File: src/rtl/cfg_serial_port.sv
module cfg_serial_port #(
  parameter int ADDR_W = 4,
  parameter int DATA_W = 28,
  parameter int SYNC_STAGES = 2,
  parameter logic [DATA_W-1:0] DEFAULT_WORD = '0
) (
  input  logic                            clk,
  input  logic                            rst_n,
  input  logic                            sclk_i,
  input  logic                            sdata_i,
  input  logic                            latch_i,
  output logic [(DATA_W<<ADDR_W)-1:0]     bank_o,
  output logic                            soft_rst_o,
  output logic                            cal_start_o
);
  localparam int WORD_W   = ADDR_W + DATA_W;
  localparam int NREG     = 1 << ADDR_W;
  localparam int RST_BIT  = DATA_W - 1;
  localparam int CAL_ADDR = NREG - 1;

  logic [SYNC_STAGES-1:0] sclk_sync, sdat_sync, lat_sync;
  logic sclk_prev, lat_prev;

  always_ff @(posedge clk or negedge rst_n) begin
    if (!rst_n) begin
      sclk_sync <= '0;
      sdat_sync <= '0;
      lat_sync  <= '0;
      sclk_prev <= 1'b0;
      lat_prev  <= 1'b0;
    end else begin
      sclk_sync <= {sclk_sync[SYNC_STAGES-2:0], sclk_i};
      sdat_sync <= {sdat_sync[SYNC_STAGES-2:0], sdata_i};
      lat_sync  <= {lat_sync[SYNC_STAGES-2:0], latch_i};
      sclk_prev <= sclk_sync[SYNC_STAGES-1];
      lat_prev  <= lat_sync[SYNC_STAGES-1];
    end
  end

  logic sclk_s, sdat_s, lat_s, sclk_rise, lat_rise;
  assign sclk_s    = sclk_sync[SYNC_STAGES-1];
  assign sdat_s    = sdat_sync[SYNC_STAGES-1];
  assign lat_s     = lat_sync[SYNC_STAGES-1];
  assign sclk_rise = sclk_s & ~sclk_prev;
  assign lat_rise  = lat_s & ~lat_prev;

  logic [WORD_W-1:0] shift_q;
  always_ff @(posedge clk or negedge rst_n) begin
    if (!rst_n)                 shift_q <= '0;
    else if (sclk_rise && !lat_s) shift_q <= {shift_q[WORD_W-2:0], sdat_s};
  end

  logic [ADDR_W-1:0] wr_addr;
  logic [DATA_W-1:0] wr_data;
  logic              rst_word;
  assign wr_addr  = shift_q[ADDR_W-1:0];
  assign wr_data  = shift_q[WORD_W-1:ADDR_W];
  assign rst_word = lat_rise && (wr_addr == '0) && wr_data[RST_BIT];

  for (genvar g = 0; g < NREG; g++) begin : g_reg
    logic [DATA_W-1:0] reg_q;
    always_ff @(posedge clk or negedge rst_n) begin
      if (!rst_n)                                        reg_q <= DEFAULT_WORD;
      else if (rst_word)                                 reg_q <= DEFAULT_WORD;
      else if (lat_rise && wr_addr == ADDR_W'(g))        reg_q <= wr_data;
    end
    assign bank_o[g*DATA_W +: DATA_W] = reg_q;
  end

  always_ff @(posedge clk or negedge rst_n) begin
    if (!rst_n) begin
      soft_rst_o  <= 1'b0;
      cal_start_o <= 1'b0;
    end else begin
      soft_rst_o  <= rst_word;
      cal_start_o <= lat_rise && (wr_addr == ADDR_W'(CAL_ADDR));
    end
  end
endmodule

File: config.mk
export PLATFORM = sky130hd
export DESIGN_NAME = cfg_serial_port
export DESIGN_NICKNAME = d
export VERILOG_FILES = /design/src/rtl/cfg_serial_port.sv
export SDC_FILE = /design/constraint.sdc
export NUM_CORES = 1
export LEC_CHECK = 0
export ABC_AREA = 0
export BUFFER_PORTS_ARGS = -buffer_cell sky130_fd_sc_hd__buf_2
export CORE_UTILIZATION = 35
export DETAILED_ROUTE_END_ITERATION = 10
export GPL_ROUTABILITY_DRIVEN = 0
export GPL_TIMING_DRIVEN = 0
export PLACE_DENSITY = 0.59
export SLEW_MARGIN = 20
export SYNTH_ARGS = -nofsm -noshare
export SYNTH_HDL_FRONTEND = slang
export SYNTH_SLANG_ARGS = --single-unit
File: constraint.sdc
create_clock -name clk -period 5.3 [get_ports clk]
set_clock_uncertainty 0.2 [all_clocks]
set_input_delay 0.53 -clock clk [delete_from_list [all_inputs] [get_ports clk]]
set_output_delay 0.53 -clock clk [all_outputs]
set_load 0.005 [all_outputs]
==> key figures <==
Clock network
  • Setup repair bufs after CTS: 0
  • CTS Sinks: 490
  • CTS tree: yes
  • Clock-pin slew on the worst setup and hold paths: 0.06 ns
  • Root Driver: clkbuf_16
  • Clk buf depth: 3
  • Worst skew pair latency: 0.63 ns
  • Inserted Clock Buffers: 55
  • Post-CTS Resized: 0
  • # H-tree levels: 2

Critical path
  • Worst r2r dst: g_reg[12].reg_q[23]$_DFFE_PN0P_
  • Worst setup SP type: flip-flop
  • Crit path max fanout: 10
  • CP Capture Type: flip-flop
  • Reg2Reg Depth: 6
  • CP Data Arrival Time: 3.68 ns
  • Flop2flop setup slack: 1.94 ns
  • Worst Path Required: 5.62 ns
  • R2r startpoint: shift_q[0]$_DFFE_PN0P_
  • Setup CP Type: reg -> reg

GRT
  • Vias in the first global route: 19.7k
  • First-pass GRT wire length: 134000 um
  • Initial antenna violation count: 2
  • Largest net degree at the start of global routing: 100
  • Total GRT Usage: 0.305
  • GR Overflow Total: 0

STA
  • Slew @ Worst Pin: 1.17 ns
  • Worst hold slack: 0.146 ns
  • Max Clk Rate: 297 MHz
  • RSZ-0062 raised after global routing: false
  • Final setup vio count: 0
  • Final max-slew violation count: 0
  • Fin crit share: 0.634
  • Final hold vios: 0
  • Final Critical Period: 3.36 ns
  • Max transition margin: 0.221

Detailed routing
  • Via Count: 20.4k
  • Pre-antenna DRT Iters: 6
  • Routed WL per cell: 26.7 um
  • Vias per cell: 5.81
  • # DRC: 0
  • Antenna viol nets, final: 0
  • Initial drt markers: 2231
  • Final wirelength: 94100 um

Yosys
  • Top cell type's share of synthesized area: 0.591
  • Synthesized cell area: 20700 um^2
  • Most common cell in the netlist: dfrtp_1
  • Synth Area in Adders: 0
  • Post-Synth XOR/XNOR Area: 0
  • Mean Syn Cell Area: 9.48 um^2
  • Asr flop ratio synth: 1.00
  • Synth area leader: dfrtp_1
  • Main synth FF type: dfrtp_1
  • Seq/Total Area, Yosys: 0.591
  • Area contributors post-synth: dfrtp_1 (59%), o21ai_0 (11%), a21oi_1 (10%)
  • Seq cells post-synth: 490
  • Largest family of logic cells by synthesized area: compound AO/OA/AOI/OAI gates
  • Mapped Cells: 2189
  • Synth unique cells: 27
  • Post-synth EDFFs: 0
  • Mapped Nets: 2194
  • Post-Synth Simple-Gate Area: 0.121
  • Multiplexer share of the synthesized area: 0.0174
  • Top cells by instance count after synthesis: dfrtp_1 (490), o21ai_0 (451), a21oi_1 (417)
  • Compound-gate portion of the synthesized area: 0.213
  • Synthesis Warnings: 0

Min path
  • Worst hold path depth: 0
  • Hold endpoint: sdat_sync[1]$_DFF_PN0_
  • Worst hold path type: reg -> reg
  • Worst Min Path Start: sdat_sync[0]$_DFF_PN0_

Cells and area
  • Area Overhead vs Synth: 25.6%
  • N_diodes: 0
  • Fillers: 5748
  • Layout cells sized above 1: 0.237
  • Fin util: 0.448
  • NumNets Final: 2714
  • Sequential Area: 12300 um^2
  • Final std cells w/o fill: 3520
  • Area of the multi-input gates: 7280 um^2

Run
  • Max-cap violations: 0

Floorplanning
  • Die area: 60300 um^2
  • Die Span X: 245 um
  • Area of the core: 58100 um^2
  • Std-Cell Rows: 88
  • Initial Util: 0.357
  • Die Y: 245 um
  • Ports: 455

Power and ir drop
  • Switch Pwr: 3.29 mW
  • Reg power frac: 0.406
  • Comb power frac: 0.196
  • Max rail drop VDD: 0.280 mV
  • Pwr Density: 383 nW/um^2
  • Sw frac: 0.330
  • Leak pwr: 12.6 nW
  • Clock share of power: 0.398
  • Cell-internal power: 6.68 mW
  • Tot Pwr: 9.97 mW

Placement
  • PortBufs: 454
  • Dpl hpwl: 65200 um
  • Placed Cells: 3413

Status
  • Outcome: finished clean
## through the flow
stage	setup WS (ns)	instance area, um^2	TNS (ns)
final	1.94	26100	0
after global routing	1.83	26100	0
after CTS	1.97	26100	0
after detailed placement	2.06	24200	0
after global placement	-6.38	24000	-3081.13
after floorplan	3.32	20700	0
## placed cells by master, fill, tap and decap left out, types with 22 or more instances in the layout
cell / netlist / layout
nor3_1: 24 / 24
mux2_2: 32 / 32
clkbuf_16: 0 / 56
nand3_1: 406 / 406
nand2b_1: 29 / 29
dfrtp_1: 490 / 490
clkbuf_1: 247 / 241
a21oi_1: 417 / 417
clkbuf_2: 2 / 22
o21ai_0: 451 / 451
buf_2: 46 / 499
## cell type report
cell class | instances | share of cell area
Multi-Input combinational cell | 1394 | 0.279
Tap cell | 765 | 0.0367
Buffer | 304 | 0.0471
Timing Repair Buffer | 463 | 0.0944
Inverter | 1 | 0.000144
Clock inverter | 18 | 0.00797
Sequential cell | 490 | 0.471
Clock buffer | 85 | 0.0637
## cell families after synthesis
| family | after synthesis |
|---|---|
| and+or+nand+nor | 483 |
| buffers and inverters | 305 |
| muxes | 32 |
| DFF | 490 |
| AOI/OAI and AO/OA | 879 |
## state kept, by name (all words and copies together) (netlist names)
| signal | cells |
|---|---|
| g.reg_q | 448 |
| shift_q | 32 |
| lat_sync | 2 |
| sclk_sync | 2 |
| sdat_sync | 2 |
| cal_start_o | 1 |
| lat_prev | 1 |
| sclk_prev | 1 |
| soft_rst_o | 1 |
## worst max path at each step
| stage | cells past startpoint | slack (ns) | from | end |
|---|---|---|---|---|
| 4_1_cts | 6 | 1.97 | shift_q[0]$_DFFE_PN0P_ | g_reg[12].reg_q[23]$_DFFE_PN0P_ |
| 5_1_grt | 6 | 1.83 | shift_q[0]$_DFFE_PN0P_ | g_reg[12].reg_q[25]$_DFFE_PN0P_ |
| 6_report | 6 | 1.94 | shift_q[0]$_DFFE_PN0P_ | g_reg[12].reg_q[23]$_DFFE_PN0P_ |
| 3_5_place_dp | 6 | 2.06 | shift_q[0]$_DFFE_PN0P_ | g_reg[12].reg_q[25]$_DFFE_PN0P_ |
| 2_1_floorplan | 6 | 3.32 | shift_q[2]$_DFFE_PN0P_ | g_reg[1].reg_q[10]$_DFFE_PN0P_ |
| 3_3_place_gp | 1 | -6.38 | rst_n | g_reg[5].reg_q[13]$_DFFE_PN0P_ |
## power by group through the flow
| stage | Clock [mW] | Sequential (mW) | Combinational (mW) |
|---|---|---|---|
| after floorplan | 0 | 4.09 | 0.902 |
| after global placement | 0 | 4.10 | 1.87 |
| after detailed placement | 0 | 4.11 | 1.91 |
| after CTS | 4.00 | 4.04 | 1.92 |
| after global routing | 4.15 | 4.06 | 2.08 |
| final | 3.97 | 4.05 | 1.96 |
## critical path: stages, from the launching register on
cell      delay (ns)
dfrtp_1         0.35
buf_2           0.19
nor2_1          0.72
clkbuf_1        0.83
buf_1           0.57
nand3_1         0.20
a21oi_1         0.20
## metal layers
metal	share of wire	routed length (um)	up-vias	global-route usage
met3	0.10	9840	214	0.0882
met2	0.45	42400	1146	0.465
met5	0	0	-	0
met1	0.40	37600	10300	0.405
li1	-	-	8804	-
met4	0.046	4290	0	0.129
## what timing repair did
action                                 CTS  global route
setup endpoints to repair                0             0
endpoints found under the hold margin   70             0
hold buffers                             4             0
Power figures use the tool's default switching activity.
